===== src/rtl/psd_pkg.sv =====
package psd_pkg;

    // Controller states of the divider
    typedef enum logic [1:0] {
        ST_HOLD    = 2'd0,
        ST_SWALLOW = 2'd1,
        ST_MAIN    = 2'd2
    } psd_state_e;

endpackage


===== src/rtl/psd_cfg.sv =====
module psd_cfg #(
    parameter int A_W   = 6,
    parameter int B_W   = 13,
    parameter int SEL_W = 2,
    parameter int B_MIN = 3
) (
    input  logic             clk,
    input  logic             rst_n,
    input  logic             load,
    input  logic [SEL_W-1:0] sel_in,
    input  logic [A_W-1:0]   a_in,
    input  logic [B_W-1:0]   b_in,
    output logic [A_W-1:0]   next_a,
    output logic [B_W-1:0]   next_b,
    output logic [SEL_W-1:0] cfg_sel
);

    localparam logic [B_W-1:0] B_FLOOR = B_W'(B_MIN);

    // Values the counters take at the next load point (B clamped, R5)
    always_comb begin
        next_a = a_in;
        next_b = (b_in < B_FLOOR) ? B_FLOOR : b_in;
    end

    // Prescaler select is frozen between load points
    always_ff @(posedge clk or negedge rst_n) begin
        if (!rst_n) begin
            cfg_sel <= '0;
        end else if (load) begin
            cfg_sel <= sel_in;
        end
    end

endmodule


===== src/rtl/psd_prescaler.sv =====
module psd_prescaler #(
    parameter int SEL_W      = 2,
    parameter int P_MIN_LOG2 = 3
) (
    input  logic             clk,
    input  logic             rst_n,
    input  logic             hold,
    input  logic [SEL_W-1:0] sel,
    input  logic             mod_ctl,
    output logic             tick
);

    localparam int SEL_MAX = (1 << SEL_W) - 1;
    localparam int PC_W    = P_MIN_LOG2 + SEL_MAX + 1;

    logic [PC_W-1:0] cnt_q;
    logic [PC_W-1:0] p_val;
    logic [PC_W-1:0] last_val;

    // Lower modulus P = 2^(P_MIN_LOG2 + sel); the cycle lasts P + mod_ctl
    always_comb begin
        p_val    = PC_W'(1) << (P_MIN_LOG2 + int'(sel));
        last_val = p_val - PC_W'(1) + {{(PC_W-1){1'b0}}, mod_ctl};
        tick     = !hold && (cnt_q == last_val);
    end

    always_ff @(posedge clk or negedge rst_n) begin
        if (!rst_n) begin
            cnt_q <= '0;
        end else if (hold || tick) begin
            cnt_q <= '0;
        end else begin
            cnt_q <= cnt_q + PC_W'(1);
        end
    end

    // the phase counter never passes the longer modulus
    p_cnt_range_r1: assert property (@(posedge clk) disable iff (!rst_n)
        cnt_q <= p_val);

    // a completed prescaler cycle restarts from zero
    p_tick_wrap_r4: assert property (@(posedge clk) disable iff (!rst_n)
        tick |=> (cnt_q == '0));

endmodule


===== src/rtl/psd_ctrl.sv =====
module psd_ctrl
    import psd_pkg::*;
#(
    parameter int A_W = 6,
    parameter int B_W = 13
) (
    input  logic           clk,
    input  logic           rst_n,
    input  logic           hold,
    input  logic           tick,
    input  logic [A_W-1:0] next_a,
    input  logic [B_W-1:0] next_b,
    output logic           mod_ctl,
    output logic           load_cfg,
    output logic           pulse
);

    psd_state_e     st_q, st_n;
    logic [A_W-1:0] a_q, a_n;
    logic [B_W-1:0] b_q, b_n;
    logic           pulse_n;
    logic           reload;

    // Next-state and counter logic
    always_comb begin
        st_n    = st_q;
        a_n     = a_q;
        b_n     = b_q;
        pulse_n = 1'b0;
        reload  = 1'b0;
        if (hold) begin
            // hold: any state to HOLD, counters at load value
            st_n = ST_HOLD;
            a_n  = next_a;
            b_n  = next_b;
        end else begin
            unique case (st_q)
                ST_HOLD: begin
                    // release
                    reload = 1'b1;
                end
                ST_SWALLOW: begin
                    if (tick) begin
                        if (b_q == B_W'(1)) begin
                            reload  = 1'b1;
                            pulse_n = 1'b1;
                        end else begin
                            b_n = b_q - B_W'(1);
                            a_n = a_q - A_W'(1);
                            if (a_q == A_W'(1)) begin
                                st_n = ST_MAIN; // swallow-done
                            end
                        end
                    end
                end
                ST_MAIN: begin
                    if (tick) begin
                        if (b_q == B_W'(1)) begin
                            reload  = 1'b1;
                            pulse_n = 1'b1;
                        end else begin
                            b_n = b_q - B_W'(1);
                        end
                    end
                end
                default: begin
                    st_n = ST_HOLD;
                end
            endcase
            if (reload) begin
                a_n  = next_a;
                b_n  = next_b;
                st_n = (next_a != '0) ? ST_SWALLOW : ST_MAIN;
            end
        end
    end

    // State register
    always_ff @(posedge clk or negedge rst_n) begin
        if (!rst_n) begin
            st_q  <= ST_HOLD;
            a_q   <= '0;
            b_q   <= B_W'(1);
            pulse <= 1'b0;
        end else begin
            st_q  <= st_n;
            a_q   <= a_n;
            b_q   <= b_n;
            pulse <= pulse_n;
        end
    end

    // Outputs
    always_comb begin
        mod_ctl  = (st_q == ST_SWALLOW);
        load_cfg = hold || reload;
    end

    // the output pulse never lasts two cycles
    p_pulse_single_r3: assert property (@(posedge clk) disable iff (!rst_n)
        pulse |=> !pulse);

    // R7 (and R8): a hold request silences the output and parks the FSM
    p_hold_quiet_r7: assert property (@(posedge clk) disable iff (!rst_n)
        hold |=> (!pulse && st_q == ST_HOLD));

    // the swallow phase only runs while swallow credit remains
    p_swallow_credit_r4: assert property (@(posedge clk) disable iff (!rst_n)
        (st_q == ST_SWALLOW) |-> (a_q != '0));

    // modulus control changes only at a prescaler cycle boundary
    p_modctl_steady_r4: assert property (@(posedge clk) disable iff (!rst_n)
        (st_q != ST_HOLD && !hold && !tick) |=> $stable(mod_ctl));

    // the main count never underflows while counting
    p_bcount_live_r1: assert property (@(posedge clk) disable iff (!rst_n)
        (st_q != ST_HOLD) |-> (b_q != '0));

endmodule


===== src/rtl/pswallow_div.sv =====
module pswallow_div #(
    parameter int A_W        = 6,
    parameter int B_W        = 13,
    parameter int SEL_W      = 2,
    parameter int P_MIN_LOG2 = 3,
    parameter int B_MIN      = 3
) (
    input  logic             clk,
    input  logic             rst_n,
    input  logic [SEL_W-1:0] p_sel,
    input  logic [A_W-1:0]   a_val,
    input  logic [B_W-1:0]   b_val,
    input  logic             ctr_rst,
    input  logic             pwr_dn,
    output logic             pd_pulse
);

    logic             hold;
    logic             tick;
    logic             mod_ctl;
    logic             load_cfg;
    logic [A_W-1:0]   next_a;
    logic [B_W-1:0]   next_b;
    logic [SEL_W-1:0] cfg_sel;

    assign hold = ctr_rst | pwr_dn;

    psd_cfg #(
        .A_W  (A_W),
        .B_W  (B_W),
        .SEL_W(SEL_W),
        .B_MIN(B_MIN)
    ) u_cfg (
        .clk    (clk),
        .rst_n  (rst_n),
        .load   (load_cfg),
        .sel_in (p_sel),
        .a_in   (a_val),
        .b_in   (b_val),
        .next_a (next_a),
        .next_b (next_b),
        .cfg_sel(cfg_sel)
    );

    psd_prescaler #(
        .SEL_W     (SEL_W),
        .P_MIN_LOG2(P_MIN_LOG2)
    ) u_pre (
        .clk    (clk),
        .rst_n  (rst_n),
        .hold   (hold),
        .sel    (cfg_sel),
        .mod_ctl(mod_ctl),
        .tick   (tick)
    );

    psd_ctrl #(
        .A_W(A_W),
        .B_W(B_W)
    ) u_ctrl (
        .clk     (clk),
        .rst_n   (rst_n),
        .hold    (hold),
        .tick    (tick),
        .next_a  (next_a),
        .next_b  (next_b),
        .mod_ctl (mod_ctl),
        .load_cfg(load_cfg),
        .pulse   (pd_pulse)
    );

    // reset leaves the output low on the first edge after it
    p_reset_quiet_r10: assert property (@(posedge clk) disable iff (!rst_n)
        $rose(rst_n) |-> !pd_pulse);

endmodule


===== config.mk =====
export PLATFORM = sky130hd
export DESIGN_NAME = pswallow_div
export DESIGN_NICKNAME = d
export VERILOG_FILES = /design/src/rtl/psd_pkg.sv /design/src/rtl/psd_cfg.sv /design/src/rtl/psd_prescaler.sv /design/src/rtl/psd_ctrl.sv /design/src/rtl/pswallow_div.sv
export SDC_FILE = /design/constraint.sdc
export NUM_CORES = 1
export LEC_CHECK = 0
export ABC_AREA = 1
export BUFFER_PORTS_ARGS = -buffer_cell sky130_fd_sc_hd__buf_4
export CAP_MARGIN = 20
export CORE_ASPECT_RATIO = 1.75
export CORE_MARGIN = 5
export CORE_UTILIZATION = 50
export DETAILED_ROUTE_END_ITERATION = 12
export PLACE_DENSITY = 0.69
export SYNTH_ARGS = -nofsm -noshare
export SYNTH_HDL_FRONTEND = slang
export SYNTH_HIERARCHICAL = 1
export SYNTH_SLANG_ARGS = --single-unit

===== constraint.sdc =====
create_clock -name clk -period 3.64 [get_ports clk]
set_input_delay 0.728 -clock clk [delete_from_list [all_inputs] [get_ports clk]]
set_output_delay 0.728 -clock clk [all_outputs]
set_load 0.1 [all_outputs]

After elaboration in Yosys (flattened, before gate mapping)
Index checks and enable logic that the tools add are counted. W data, S select, Z words.

Add/subtract/negate cells: 6. Order comparisons: 1. Equality and inequality tests: 10. Shifts and indexed selects: 1. Muxes and demuxes: 26. Bitwise gates (word level): 1. Reductions and logical operators: 14.

Operator list (count): $mux W13 (6); $shl A1 B32 Y7 const A (1); $mux W6 (5); $eq A13 B1 Y1 const B (1); $lt A13 B2 Y1 const B (1); $sub A13 B1 Y13 const B (1); $mux W2 (6); $reduce_bool A3 Y1 (3); $add A7 B1 Y7 (1); $add A7 B1 Y7 const B (1); $eq A7 B7 Y1 (1); $mux W7 (1); $sub A7 B1 Y7 const B (1); $eq A6 B1 Y1 const B (1); $mux W1 (6); $reduce_and A3 Y1 (2); $reduce_bool A6 Y1 (1); $sub A6 B1 Y6 const B (1); $ne A4 B1 Y1 const B (1); $ne A4 B2 Y1 const B (1); $ne A4 B3 Y1 const B (1); $pmux W2 S2 (1); $reduce_and A4 Y1 (1); $reduce_or A2 Y1 (2); other kinds (11) (12).

Register bits: 31. Bits of input ports: 25. Word-level logic and storage cells: 65.

Logic depth before layout (Yosys ltp)
Depth in word-level cells: 11. Gate-level depth with buffers: 22.

Cells and area by module
The synthesis kept the hierarchy.

By module, submodules not included: psd_ctrl (times used 1, cells an instance 223, area each 1707.9 um2, seq. area each 551.8 um2); psd_prescaler (times used 1, cells an instance 76, area each 528.0 um2, seq. area each 175.2 um2); psd_cfg (times used 1, cells an instance 39, area each 226.5 um2, seq. area each 50.0 um2); pswallow_div (times used 1, cells an instance 3, area each 11.3 um2, seq. area each 0.0 um2).

Worst setup path before layout
No wires, ideal clock.

Path type: register to register. Start point: reg u_ctrl.st_q[1]. End point: reg u_cfg.cfg_sel[0]. Library setup time: 125 ps. Data arrival time: 2807 ps. Setup slack: 708 ps. Cell stages (with the launch flop): 21. Clock period less this slack: 2932 ps. Cell sequence: dfrtp_1 > inv_1 > ha_1 > inv_1 > ha_1 > ha_1 > inv_1 > nand4_1 > nand2_1 > nand3_1 > nor2_1 > nand2_2 > nor2_1 > nand2_1 > inv_1 > nand3_2 > nand2_4 > nand2_8 > nand2_8 > buf_12 > mux2_2.

Word-level cells in the longest chain between the ends: 9.

Ends and longest elaborated chain: start: declaration (RTL line psd_ctrl.sv:18) `psd_state_e st_q, st_n;`; start signal: assignment (RTL line psd_ctrl.sv:86) `st_q <= st_n;`; $eq A2 B1 Y1 (RTL line psd_ctrl.sv:95) `mod_ctl = (st_q == ST_SWALLOW);`; named net mod_ctl (RTL line pswallow_div.sv:20) `logic mod_ctl;`; $add A7 B1 Y7 (RTL line psd_prescaler.sv:23) `last_val = p_val - PC_W'(1) + {{(PC_W-1){1'b0}}, mod_ctl};`; $eq A7 B7 Y1 (RTL line psd_prescaler.sv:24) `tick = !hold && (cnt_q == last_val);`; $logic_and A1 B1 Y1 (RTL line psd_prescaler.sv:24); named net tick (RTL line pswallow_div.sv:19) `logic tick;`; $mux W1 (RTL line psd_ctrl.sv:43) `if (tick) begin`; $pmux W1 S2 (RTL line psd_ctrl.sv:37) `unique case (st_q)`; $mux W1 (2 in a row) (RTL line psd_ctrl.sv:31) `if (hold) begin`; $logic_or A1 B1 Y1 (RTL line psd_ctrl.sv:96) `load_cfg = hold || reload;`; named net load_cfg (RTL line pswallow_div.sv:21) `logic load_cfg;`; end signal: assignment (RTL line psd_cfg.sv:31) `cfg_sel <= sel_in;`; end: declaration (RTL line psd_cfg.sv:15) `output logic [SEL_W-1:0] cfg_sel`.

The timed path passes the listed nets, and every way through them passes these cells. The select of a mux whose other input is x is not followed. A chain may end at the register's enable or synchronous reset.

Final worst setup path
Start point: reg u_ctrl.st_q[1]. End point: reg u_cfg.cfg_sel[1].

The elaborated chain is that of the path after synthesis.

==> results.cfg <==
[floorplan]
die_area_mm2 = 0.00651
die_w_um = 63.2
core_region_area_mm2 = 0.00489
initial_core_util = 0.506
num_rows = 34
die_h_um = 103
ios = 26

[synthesis]
synthAdderAreaFrac = 0.0506
avgSynthCellArea_um2 = 7.25
yosysWarnings = 6
netlist_instances = 341
synth_edf_count = 0
synth-async-reset-ratio = 1.00
synth_seq_cells = 31
synth_mux_area_frac = 0.00910
synth_top_family_by_area = simple AND/OR/NAND/NOR gates
synth_compound_area_frac = 0.0228
yosysSeqAreaShare = 0.314
synthDistinctLibCells = 32
synth_area_mm2 = 0.00247
yosys.area_share.xor_xnor = 0.0779
yosys.area_share.simple = 0.405
synth_flop_cell = dfrtp_1

[sta]
grt_setup_unrepaired = no
setup_viol_count_final = 0
skew_ns = 0.00899
tns_ns = 0
period_share = 0.862
clock.fmax_ghz = 0.319
finalHoldViolCount = 0
tightest_slew_ns = 0.620
slew_viol_final = 0
max_slew_margin = 0.586
period_needed_ns = 3.14
fin_ws_ns = 0.502

[global_route]
busiest_layer = met2
antenna_found_initial = 0
use_met3 = 0.0262
grt_start_max_net_pins = 32
grt_overflow = 0
grt_pass1_vias = 2078
grtUsageTotal = 0.170
grtUsageMet2 = 0.357
grtUsageMet1 = 0.157
grt_pass1_wl_um = 8830

[critical_path]
crit_fanout = 20
critPathLaunchType = flop
crit_type = flop to flop
worstPathArrival_ns = 3.31
endpoint_kind = flop
cp_data_required_time_ns = 3.81

[clock_network]
cts_tree = yes
cts-buffers-inserted = 5
cts.sinks = 31
ctsResizeCount = 0
post_cts_buffers = 0
clkSlewWorstSetupHoldPaths_ns = 0.07
htree_num_levels = 2
clkLatencyLatePin_ns = 0.28
cts-root-buf = clkbuf_8
cts.path.max_buffers = 2
ctsHoldBuffers = 0

[placed_design]
place_hpwl_um = 4020
pre_cts_slack_ns = 0.538
post-place-cells = 400
port_buffers = 25
gp_congestion = 0.829

[pwr]
power.density_mw_per_mm2 = 306
ir_drop_v = 0.000257
power_leakage_uw = 0.00134

[routing]
wire_per_inst_um = 12.5
drc = 0
drt_first_pass_iters = 4
drt_iter0_drc = 67
vias_per_cell = 5.01
postRouteAntennaNets = 0
vias = 2045
wirelength_um = 5100

[final_layout]
final_util = 0.551
final_cells = 408
area_growth_syn_to_layout_pct = 9.05
fill_cells = 495
drive_gt1_frac = 0.209
nets = 388
final_cell_mix = nand2_1 (80), inv_1 (42), nand3_1 (38)
final_common_cell = nand2_1
diodes = 0

[status]
outcome = finished clean

[worst_hold_path]
hp-class = primary input to asynchronous set/reset pin

[job]
cap_violations = 0
[synthesized netlist by cell type, types with 2 or more instances]
cell / n / area, um2
nand2_1: 80 / 300
inv_1: 42 / 158
nand3_1: 38 / 190
nor2_1: 35 / 131
dfrtp_1: 30 / 751
xor2_1: 14 / 123
nand2_2: 13 / 81.3
clkbuf_1: 11 / 41.3
nand3_2: 11 / 110
ha_1: 10 / 125
buf_4: 8 / 60.1
xnor2_1: 8 / 70.1
nand4_1: 7 / 43.8
nor2_2: 7 / 43.8
nor3_1: 4 / 20.0
a21oi_1: 2 / 10.0
inv_2: 2 / 7.51
mux2_2: 2 / 22.5
nand2_4: 2 / 22.5
nand2_8: 2 / 40.0
o21ai_0: 2 / 10.0
[state kept, by name (all words and copies together), names as in the netlist]
signal         count
u_cfg/cfg_sel      2
u_pre/cnt_q        7
u_ctrl/a_q         6
u_ctrl/b_q        13
u_ctrl/st_q        2
u_ctrl/pulse       1
[final timing paths]
check	startpoint	end	slack, ns	depth (start not counted)
worst max-delay path	u_ctrl/st_q[1]$_DFFE_PN0P_	u_cfg/cfg_sel[1]$_DFFE_PN0P_	0.50	19
worst min-delay path	rst_n	u_ctrl/b_q[9]$_DFFE_PN0P_	0.37	1
worst max register to register	u_ctrl/st_q[1]$_DFFE_PN0P_	u_cfg/cfg_sel[1]$_DFFE_PN0P_	0.50	19
worst min register to register	u_pre/cnt_q[0]$_DFF_PN0_	u_pre/cnt_q[0]$_DFF_PN0_	0.50	1
max in group asynchronous	rst_n	u_ctrl/b_q[0]$_DFFE_PN1P_	2.94	1
min in group clk	u_pre/cnt_q[0]$_DFF_PN0_	u_pre/cnt_q[0]$_DFF_PN0_	0.50	1
[per-layer routing]
metal	up-vias	wire (um)
met4	0	94
met5	-	0
met3	10	116
li1	1075	-
met2	20	2960
met1	940	1930
[stage by stage]
stage | total power, uW | cell area, um2 | hold WS (ns)
floorplan | 510 | 2480 | 0.432
global placement | 551 | 2610 | 0.497
detailed placement | 554 | 2610 | 0.497
CTS | 838 | 2700 | 0.385
global route | 875 | 2700 | 0.401
finish | 825 | 2700 | 0.371
[report_power, final]
group          leakage (uW)  switching [uW]  internal (uW)
clock             0.0000482             127            152
sequential         0.000382            23.9            365
combinational      0.000914            89.6           68.0
[final cells by class]
type                       instances  area [um2]  area share
clock buffer                       7        86.3      0.0320
clock inverter                     1        5.00     0.00186
inverter                          45         169      0.0626
multi-input combinational        245        1410       0.521
sequential                        31         777       0.288
tap                               54        67.6      0.0250
timing repair buffer              25         188      0.0696
[worst max-delay path, cell delays in order, from the launching register on]
cell     delay (ns)
dfrtp_1        0.39
inv_1          0.08
ha_1           0.22
inv_1          0.06
ha_1           0.23
ha_1           0.21
inv_1          0.11
nand2_1        0.08
nand4_1        0.09
nand2_1        0.06
nor2_2         0.10
nand2_2        0.09
nor2_1         0.20
nand2_1        0.11
inv_1          0.13
nand3_2        0.11
nand2_4        0.12
nand2_8        0.09
nand2_8        0.17
mux2_2         0.35
[cells by family (layout without fill, tap and decap cells)]
logic type,count (synthesis),after routing
AND/OR/NAND/NOR,201,201
buffers and inverters,66,78
flip-flops,31,31
XOR/XNOR,22,22
adder cells (fa/ha/maj),10,10
AO/OA/AOI/OAI,8,8
multiplexers,2,2
other,1,2
No activity file was read; power rests on OpenSTA's default activity.
